## src/rtl/gpio_irq_pkg.sv

```systemverilog
package gpio_irq_pkg;

  localparam logic [31:0] OFF_DIR = 32'h00;
  localparam logic [31:0] OFF_ODS = 32'h04;
  localparam logic [31:0] OFF_DAT = 32'h08;
  localparam logic [31:0] OFF_EVT = 32'h0C;
  localparam logic [31:0] OFF_MSK = 32'h10;
  localparam logic [31:0] OFF_KND = 32'h14;

  typedef enum logic [2:0] {
    SEL_DIR,
    SEL_ODS,
    SEL_DAT,
    SEL_EVT,
    SEL_MSK,
    SEL_KND,
    SEL_NONE
  } reg_sel_e;

  function automatic reg_sel_e decode_off(input logic [31:0] off);
    case (off)
      OFF_DIR: return SEL_DIR;
      OFF_ODS: return SEL_ODS;
      OFF_DAT: return SEL_DAT;
      OFF_EVT: return SEL_EVT;
      OFF_MSK: return SEL_MSK;
      OFF_KND: return SEL_KND;
      default: return SEL_NONE;
    endcase
  endfunction

endpackage

```

## src/rtl/gpio_in_sync.sv

```systemverilog
// Per-pin synchroniser chain plus one history flop for edge detection.
// Outputs are already in register bit order (pin n -> bit NPINS-1-n).
module gpio_in_sync #(
  parameter int NPINS  = 32,
  parameter int STAGES = 2
) (
  input  logic             clk,
  input  logic             rst,
  input  logic [NPINS-1:0] pin_in,
  output logic [NPINS-1:0] lvl_o,
  output logic [NPINS-1:0] prev_o
);

  localparam int LAST = STAGES - 1;

  for (genvar p = 0; p < NPINS; p++) begin : g_pin
    localparam int BIT = NPINS - 1 - p;
    logic [STAGES-1:0] chain_q;
    logic              hist_q;

    always_ff @(posedge clk) begin
      if (rst) begin
        chain_q <= '0;
        hist_q  <= 1'b0;
      end else begin
        chain_q <= {chain_q[STAGES-2:0], pin_in[p]};
        hist_q  <= chain_q[LAST];
      end
    end

    assign lvl_o[BIT]  = chain_q[LAST];
    assign prev_o[BIT] = hist_q;
  end

endmodule

```

## src/rtl/gpio_bus_regs.sv

```systemverilog
// Register decode, configuration storage, data word and registered read port.
module gpio_bus_regs
  import gpio_irq_pkg::*;
#(
  parameter int NPINS  = 32,
  parameter int ADDR_W = 12
) (
  input  logic              clk,
  input  logic              rst,
  input  logic [ADDR_W-1:0] bus_addr,
  input  logic              bus_wr,
  input  logic              bus_full,
  input  logic              bus_rd,
  input  logic [NPINS-1:0]  bus_wdata,
  input  logic [NPINS-1:0]  lvl_i,
  input  logic [NPINS-1:0]  ev_i,
  output logic [NPINS-1:0]  dir_q,
  output logic [NPINS-1:0]  dat_q,
  output logic [NPINS-1:0]  msk_q,
  output logic [NPINS-1:0]  knd_q,
  output logic [NPINS-1:0]  msk_d,
  output logic [NPINS-1:0]  clr_vec,
  output logic [NPINS-1:0]  rdata_q
);

  reg_sel_e         sel;
  logic             wr_ok;
  logic [NPINS-1:0] ods_q;
  logic [NPINS-1:0] dir_d, ods_d, knd_d, dat_d;
  logic [NPINS-1:0] rd_mux;

  assign sel   = decode_off(32'(bus_addr));
  assign wr_ok = bus_wr && bus_full;

  always_comb begin
    dir_d   = dir_q;
    ods_d   = ods_q;
    msk_d   = msk_q;
    knd_d   = knd_q;
    clr_vec = '0;
    if (wr_ok) begin
      case (sel)
        SEL_DIR: dir_d   = bus_wdata;
        SEL_ODS: ods_d   = bus_wdata;
        SEL_MSK: msk_d   = bus_wdata;
        SEL_KND: knd_d   = bus_wdata;
        SEL_EVT: clr_vec = bus_wdata;
        default: ;
      endcase
    end
  end

  // Output bits take written data, input bits track the synchronised level.
  always_comb begin
    dat_d = dat_q;
    if (wr_ok && sel == SEL_DAT) dat_d = bus_wdata;
    dat_d = (dat_d & dir_q) | (lvl_i & ~dir_q);
  end

  always_ff @(posedge clk) begin
    if (rst) begin
      dir_q <= '0;
      ods_q <= '0;
      msk_q <= '0;
      knd_q <= '0;
      dat_q <= '0;
    end else begin
      dir_q <= dir_d;
      ods_q <= ods_d;
      msk_q <= msk_d;
      knd_q <= knd_d;
      dat_q <= dat_d;
    end
  end

  always_comb begin
    case (sel)
      SEL_DIR: rd_mux = dir_q;
      SEL_ODS: rd_mux = ods_q;
      SEL_DAT: rd_mux = dat_q;
      SEL_EVT: rd_mux = ev_i;
      SEL_MSK: rd_mux = msk_q;
      SEL_KND: rd_mux = knd_q;
      default: rd_mux = '0;
    endcase
  end

  always_ff @(posedge clk) begin
    if (rst)         rdata_q <= '0;
    else if (bus_rd) rdata_q <= bus_full ? rd_mux : '0;
  end

endmodule

```

## src/rtl/gpio_evt_unit.sv

```systemverilog
// Sticky event word with write-one-to-clear (set wins) and registered interrupt.
module gpio_evt_unit #(
  parameter int NPINS = 32
) (
  input  logic             clk,
  input  logic             rst,
  input  logic [NPINS-1:0] lvl_i,
  input  logic [NPINS-1:0] prev_i,
  input  logic [NPINS-1:0] dir_i,
  input  logic [NPINS-1:0] knd_i,
  input  logic [NPINS-1:0] clr_i,
  input  logic [NPINS-1:0] msk_d_i,
  output logic [NPINS-1:0] ev_q,
  output logic             irq_q
);

  logic [NPINS-1:0] change, fall, set_vec, ev_d;

  assign change  = lvl_i ^ prev_i;
  assign fall    = prev_i & ~lvl_i;
  assign set_vec = change & ~dir_i & (~knd_i | fall);
  assign ev_d    = (ev_q & ~clr_i) | set_vec;

  always_ff @(posedge clk) begin
    if (rst) begin
      ev_q  <= '0;
      irq_q <= 1'b0;
    end else begin
      ev_q  <= ev_d;
      irq_q <= |(ev_d & msk_d_i);
    end
  end

endmodule

```

## src/rtl/gpio_irq_ctrl.sv

```systemverilog
module gpio_irq_ctrl #(
  parameter int NPINS       = 32,
  parameter int ADDR_W      = 12,
  parameter int SYNC_STAGES = 2
) (
  input  logic              clk,
  input  logic              rst,
  input  logic [ADDR_W-1:0] bus_addr,
  input  logic              bus_wr,
  input  logic [NPINS-1:0]  bus_wdata,
  input  logic              bus_rd,
  input  logic              bus_full,
  output logic [NPINS-1:0]  bus_rdata,
  input  logic [NPINS-1:0]  pin_in,
  output logic [NPINS-1:0]  pin_out,
  output logic [NPINS-1:0]  pin_oe,
  output logic              irq
);

  logic [NPINS-1:0] lvl, prev;
  logic [NPINS-1:0] dir_q, dat_q, msk_q, knd_q, msk_d, clr_vec, ev_q;

  gpio_in_sync #(.NPINS(NPINS), .STAGES(SYNC_STAGES)) sync_i (
    .clk    (clk),
    .rst    (rst),
    .pin_in (pin_in),
    .lvl_o  (lvl),
    .prev_o (prev)
  );

  gpio_bus_regs #(.NPINS(NPINS), .ADDR_W(ADDR_W)) regs_i (
    .clk       (clk),
    .rst       (rst),
    .bus_addr  (bus_addr),
    .bus_wr    (bus_wr),
    .bus_full  (bus_full),
    .bus_rd    (bus_rd),
    .bus_wdata (bus_wdata),
    .lvl_i     (lvl),
    .ev_i      (ev_q),
    .dir_q     (dir_q),
    .dat_q     (dat_q),
    .msk_q     (msk_q),
    .knd_q     (knd_q),
    .msk_d     (msk_d),
    .clr_vec   (clr_vec),
    .rdata_q   (bus_rdata)
  );

  gpio_evt_unit #(.NPINS(NPINS)) evt_i (
    .clk     (clk),
    .rst     (rst),
    .lvl_i   (lvl),
    .prev_i  (prev),
    .dir_i   (dir_q),
    .knd_i   (knd_q),
    .clr_i   (clr_vec),
    .msk_d_i (msk_d),
    .ev_q    (ev_q),
    .irq_q   (irq)
  );

  for (genvar p = 0; p < NPINS; p++) begin : g_drive
    assign pin_out[p] = dat_q[NPINS-1-p];
    assign pin_oe[p]  = dir_q[NPINS-1-p];
  end

endmodule

```

## config.mk

```make
export PLATFORM = sky130hd
export DESIGN_NAME = gpio_irq_ctrl
export DESIGN_NICKNAME = d
export VERILOG_FILES = /design/src/rtl/gpio_irq_pkg.sv /design/src/rtl/gpio_in_sync.sv /design/src/rtl/gpio_bus_regs.sv /design/src/rtl/gpio_evt_unit.sv /design/src/rtl/gpio_irq_ctrl.sv
export SDC_FILE = /design/constraint.sdc
export NUM_CORES = 1
export LEC_CHECK = 0
export BUFFER_PORTS_ARGS = -buffer_cell sky130_fd_sc_hd__buf_2
export CAP_MARGIN = 20
export CORE_AREA = 3 3 167 169
export CTS_CLUSTER_SIZE = 28
export DETAILED_ROUTE_END_ITERATION = 8
export DIE_AREA = 0 0 170 172
export HOLD_SLACK_MARGIN = 0.12
export PLACE_DENSITY = 0.7
export SLEW_MARGIN = 20
export SYNTH_ARGS = -nofsm -noshare
export SYNTH_HDL_FRONTEND = slang
export SYNTH_SLANG_ARGS = --single-unit
```

## constraint.sdc

```tcl
create_clock -name clk -period 4 [get_ports clk]
set_input_delay 0.8 -clock clk [delete_from_list [all_inputs] [get_ports clk]]
set_output_delay 0.8 -clock clk [all_outputs]
set_load 0.01 [all_outputs]
```

# Word level (Yosys, flattened, before mapping)
# Cells that the tools add are included.
[classes]
n_eq_ne = 10
muxes = 8
n_bitwise = 15
n_reduce_logical = 8
[ops]
columns = ["op", "n"]
rows = [
  ["32-bit bitwise AND", 7],
  ["32-bit 2-to-1 mux", 6],
  ["32-bit one-hot mux with 6 select lines", 1],
  ["32-bit inverter", 4],
  ["32-bit bitwise OR", 3],
  ["32-bit OR reduction", 1],
  ["32-bit XOR", 1],
  ["12-bit by 4-bit equality test with 1-bit output, second input constant", 2],
  ["12-bit by 5-bit equality test with 1-bit output, second input constant", 2],
  ["3-bit one-hot mux with 6 select lines", 1],
  ["12-bit by 3-bit equality test with 1-bit output, second input constant", 1],
  ["12-bit zero test", 1],
  ["3-bit by 2-bit equality test with 1-bit output, second input constant", 2],
  ["3-bit equality test, second input constant", 2],
  ["2-bit AND reduction", 3],
  ["3-bit by 1-bit equality test with 1-bit output, second input constant", 1],
  ["3-bit zero test", 1],
  ["1-bit logical AND", 2],
]
[word_totals]
register_bits = 321
input_bits = 81
out_inout_bits = 97
wordCells = 113

# Logic depth before layout (Yosys ltp)
[depth]
ltp_word = 10
mapped_depth = 13
depth_no_buf = 12

# Hierarchy
# From an unflattened synthesis, not the netlist that was laid out.
[hier_totals]
hier_cells = 1588
area_unflattened_um2 = 14352.5
[modules_own_cells]
columns = ["module", "instances", "cells_each", "area_per_inst_um2", "seq_area_each_um2"]
rows = [
  ["gpio_bus_regs", 1, 1072, 9107.5, 3843.7],
  ["gpio_in_sync", 1, 266, 3080.5, 1921.8],
  ["gpio_evt_unit", 1, 250, 2164.6, 660.6],
]

# Worst setup path before layout
# No wires, ideal clock.
[synth_timing]
kind = "input to register"
from = "input bus_addr[7]"
to = "register evt_i.irq_q"
setup_ps = 128
arrival_ps = 3453
t_required_ps = 3872
path_slack_ps = 419
cell_stages = 12
path_buffers = 2
path_cell_list = "nor4_4 -> nand4_2 -> clkbuf_1 -> ha_1 -> nor4bb_1 -> nand4_2 -> buf_2 -> mux2i_1 -> o22ai_1 -> nor4_1 -> and4_1 -> nor2_1"
[synth_via]
elab_chain_len = 10
word_cells_on_any_way = 18
classes_between = "eq/ne (7); mux (5); bitwise (4); reduce/logical (2)"
[synth_lines]
columns = ["item", "line_no", "rtl"]
rows = [
  ["start: declaration", "gpio_irq_ctrl.sv:8", "input logic [ADDR_W-1:0] bus_addr,"],
  ["12-bit by 5-bit equality test with 1-bit output (tied with other cells)", "gpio_irq_pkg.sv:21", "case (off)"],
  ["3-bit one-hot mux with 6 select lines *", "gpio_irq_pkg.sv:21", ""],
  ["3-bit by 2-bit equality test with 1-bit output", "gpio_bus_regs.sv:42", "case (sel)"],
  ["32-bit 2-to-1 mux", "gpio_bus_regs.sv:42", ""],
  ["32-bit 2-to-1 mux", "gpio_bus_regs.sv:41", "if (wr_ok) begin"],
  ["32-bit inverter", "gpio_evt_unit.sv:22", "assign ev_d = (ev_q & ~clr_i) | set_vec;"],
  ["32-bit bitwise AND", "gpio_evt_unit.sv:22", ""],
  ["32-bit bitwise OR", "gpio_evt_unit.sv:22", ""],
  ["32-bit bitwise AND *", "gpio_evt_unit.sv:30", "irq_q <= |(ev_d & msk_d_i);"],
  ["32-bit OR reduction *", "gpio_evt_unit.sv:30", ""],
  ["end signal: assignment", "gpio_evt_unit.sv:30", ""],
  ["end: declaration", "gpio_evt_unit.sv:14", "output logic irq_q"],
]
# Every way passes the cells marked *; elsewhere a longest branch is shown, timed or not.
# A chain may end at the register's enable or synchronous reset.

# Final worst setup path
# Same ends and word-level chain as after synthesis.

==> results_dict.tcl <==
set metrics [dict create \
    diodes 0 \
    r2r_slack_ns 2.12 \
    cts_tree "done" \
    max_freq_ghz 0.288 \
    total_power_mw 6.83 \
    fp.dieW_um 170 \
    peakVddDrop_v 0.000344 \
    synth_xor_area_share_pct 0 \
    dr.first_iter.drc_count 1117 \
    clkTransAtPathRegs_ns 0.06 \
    finalHoldViolCount 0 \
    cts.sinks 321 \
    die-height_um 172 \
    grt_max_degree 112 \
    hold_path_startpoint "sync_i.g_pin[29].chain_q[0]$_SDFF_PP0_" \
    ys_async_sr_fraction_pct 0 \
    grt_pass1_wl_mm 58.3 \
    cts-buffers-inserted 31 \
    r2r-end "evt_i.irq_q$_SDFF_PP0_" \
    clk_latency_ns 0.55 \
    clkPwrFrac_pct 46.2 \
    yosysSeqAreaShare_pct 48.8 \
    synthesis.area_um2 13200 \
    drv_slew 0 \
    ys_warn_count 0 \
    slew-limit-headroom_pct 31.2 \
    hold_class "reg -> reg" \
    grt_usage_pct 24.6 \
    synth-simple-area-share_pct 18.3 \
    die-area_um2 29200 \
    crit_required_ns 4.42 \
    cts-root-buf "clkbuf_16" \
    crit_path_start "bus_addr[7]" \
    cts_setup_buffers 0 \
    switching_share_pct 21.8 \
    crit_end "evt_i.irq_q$_SDFF_PP0_" \
    synth_top_family_by_area "simple AND/OR/NAND/NOR gates" \
    core_region_area_um2 26700 \
    path_class "in -> reg" \
    drtAntennaViolNets 0 \
    postLayoutCellArea_um2 15500 \
    cp.arrival_ns 3.89 \
    power.density_nw_per_um2 441 \
    startpoint_type "primary input" \
    syn_inst 1469 \
    area_growth_pct 17.6 \
    ctsHoldBuffers 0 \
    ioPinCount 178 \
    crit_fanout 32 \
    setup_violations 0 \
    synth_fa_ha_area_share_pct 3.14 \
    synth_cell_type_count 39 \
    p_leak_nw 6.47 \
    synth_mux_area_share_pct 7.46 \
    fin_nets 1724 \
    setup_slack_ns 0.529 \
    antenna_found_initial 0 \
    rsz0062_at_grt "no" \
    grt_pass1_vias 10700 \
    finalCriticalPeriod_ns 3.47 \
    synth_compound_area_share_pct 17.3 \
    cts_buffer_depth 3 \
    ys_ff_latch 321 \
    overflow 0 \
    placed_area_um2 14400 \
    seqPwrFrac_pct 48.9 \
    p_int_mw 5.34 \
    reg2reg_from "sync_i.g_pin[31].chain_q[1]$_SDFF_PP0_" \
    end_kind "register" \
    via_per_inst 5.61 \
    cts_resized 0 \
    drive_above_1_share_pct 16.6 \
    tightest_slew_ns 1.03 \
    synth-edff-count 0 \
    io_buffer_count 177 \
    combPwrFrac_pct 5.0 \
    dr.pass1.iters 6 \
    yosys_most_used_dff "dfxtp_1" \
    initial_core_util_pct 49.2 \
    syn_area_per_cell_um2 8.96 \
    max_cap_viol_count 0 \
    vias 11100 \
    drcViolationCount 0 \
    wire_per_inst_um 18.5 \
    dp_hpwl_mm 23.7 \
    p_sw_mw 1.49 \
    outcome "finished, final reports clean" \
    place_ws_ns -0.0285 \
    ff2ff_path_depth 9 \
    period_share_pct 86.8 \
    final_util_pct 57.9 \
    skew_ns 0.00848 \
    fp-row-count 60 \
    synth_fp_nets 1583 \
    drt_wl_total_mm 36.6 \
    htree_levels 1 \
    gp_congestion 0.828 \
]
synthesized netlist by cell type, types with 2 or more instances:
cell | n | area, um2
dfxtp_1 | 321 | 6430
nand2_1 | 227 | 852
a21oi_1 | 161 | 806
nor2_1 | 131 | 492
nor2b_1 | 99 | 619
mux2i_1 | 97 | 971
clkbuf_1 | 69 | 259
inv_1 | 64 | 240
ha_1 | 33 | 413
a211oi_1 | 32 | 240
a21o_1 | 32 | 240
a222oi_1 | 32 | 320
nand2b_1 | 32 | 200
o2bb2ai_1 | 32 | 280
o32ai_1 | 32 | 280
buf_2 | 24 | 120
o22ai_1 | 17 | 106
nor4_1 | 4 | 25.0
buf_4 | 3 | 22.5
nor4bb_1 | 3 | 30.0
nand3_2 | 2 | 20.0
nand4_1 | 2 | 12.5
nand4_2 | 2 | 25.0
nor3_1 | 2 | 10.0
or3_1 | 2 | 12.5
worst max-delay path: stages:
cell	delay (ns)
buf_2	0.11
nor4_4	0.44
nand3_2	0.18
nor2_2	0.13
nand2_1	0.07
ha_1	0.30
nor4bb_1	0.37
nand4_1	0.15
buf_4	0.29
a21oi_1	0.26
o22ai_1	0.13
nor4_1	0.36
and4_1	0.24
nor2_1	0.04
power groups by stage:
stage / combinational, mW / sequential [mW] / clock (mW)
5_1_grt: 0.382 / 3.35 / 3.33
6_report: 0.340 / 3.34 / 3.16
2_1_floorplan: 0.199 / 3.39 / 0
3_3_place_gp: 0.331 / 3.41 / 0
4_1_cts: 0.340 / 3.34 / 3.20
3_5_place_dp: 0.337 / 3.41 / 0
logic make-up after synthesis:
family / Yosys count
AND/OR/NAND/NOR: 517
buffers and inverters: 161
adder cells (fa/ha/maj): 33
multiplexers: 98
AO/OA/AOI/OAI: 339
flip-flops: 321
per-stage QoR:
step,instances,setup TNS (ns),hold WS (ns)
final,1975,0,0.433
after global routing,1975,0,0.440
after CTS,1975,0,0.434
after detailed placement,1918,-0.0285,0.420
after global placement,1918,0,0.420
after floorplan,1469,0,0.414
flip-flops by register name, indices dropped and copies added, names as in the netlist, named ones only:
signal	count
sync_i.g_pin.hist_q	32
regs_i.ods_q	32
sync_i.g_pin.chain_q	64
regs_i.dir_q	32
regs_i.rdata_q	32
evt_i.irq_q	1
regs_i.msk_q	32
regs_i.knd_q	32
evt_i.ev_q	32
cells in the final DEF (no fill, tap or decap), types with 2 or more instances in the layout:
master	count
a21oi_1	161
o22ai_1	17
a21o_1	32
nor2b_1	98
clkinv_2	6
buf_2	176
nand2_1	227
nor4bb_1	3
inv_1	64
buf_4	25
nand3_2	2
clkbuf_16	31
nand4_2	2
nor4_1	4
nand4_1	2
bufinv_16	6
clkbuf_1	5
nand2b_1	32
o2bb2ai_1	32
nor2_1	131
a222oi_1	32
ha_1	33
mux2i_1	96
or3_1	2
nor4_4	2
a211oi_1	32
dfxtp_1	321
nor3_2	3
buf_12	3
clkbuf_8	7
clkinvlp_4	2
o32ai_1	32
worst min-delay path by stage:
| stage | end | slack (ns) | cells after the start |
|---|---|---|---|
| after floorplan | sync_i.g_pin[0].chain_q[1]$_SDFF_PP0_ | 0.41 | 1 |
| after global placement | sync_i.g_pin[13].chain_q[1]$_SDFF_PP0_ | 0.42 | 1 |
| after detailed placement | sync_i.g_pin[22].chain_q[1]$_SDFF_PP0_ | 0.42 | 1 |
| after CTS | sync_i.g_pin[29].chain_q[1]$_SDFF_PP0_ | 0.43 | 1 |
| after global routing | sync_i.g_pin[5].chain_q[1]$_SDFF_PP0_ | 0.44 | 1 |
| final | sync_i.g_pin[29].chain_q[1]$_SDFF_PP0_ | 0.43 | 1 |
routing by layer:
| layer | routed length (um) | share of wire (%) | GRT usage (%) |
|---|---|---|---|
| met5 | 0 | 0 | 0 |
| met4 | 888 | 2.4 | 6.77 |
| met3 | 2790 | 7.6 | 3.91 |
| met2 | 16600 | 45 | 40.1 |
| met1 | 16300 | 45 | 34.2 |
layout make-up:
cell class	instances	area [um2]
multi-input cells	987	6130
fillers	2383	11200
repair buffers	205	1140
well taps	341	427
clock buffers	43	891
clock inverters	14	225
flip-flops and latches	321	6430
inverters	64	240
No activity file was read; power rests on OpenSTA's default activity.
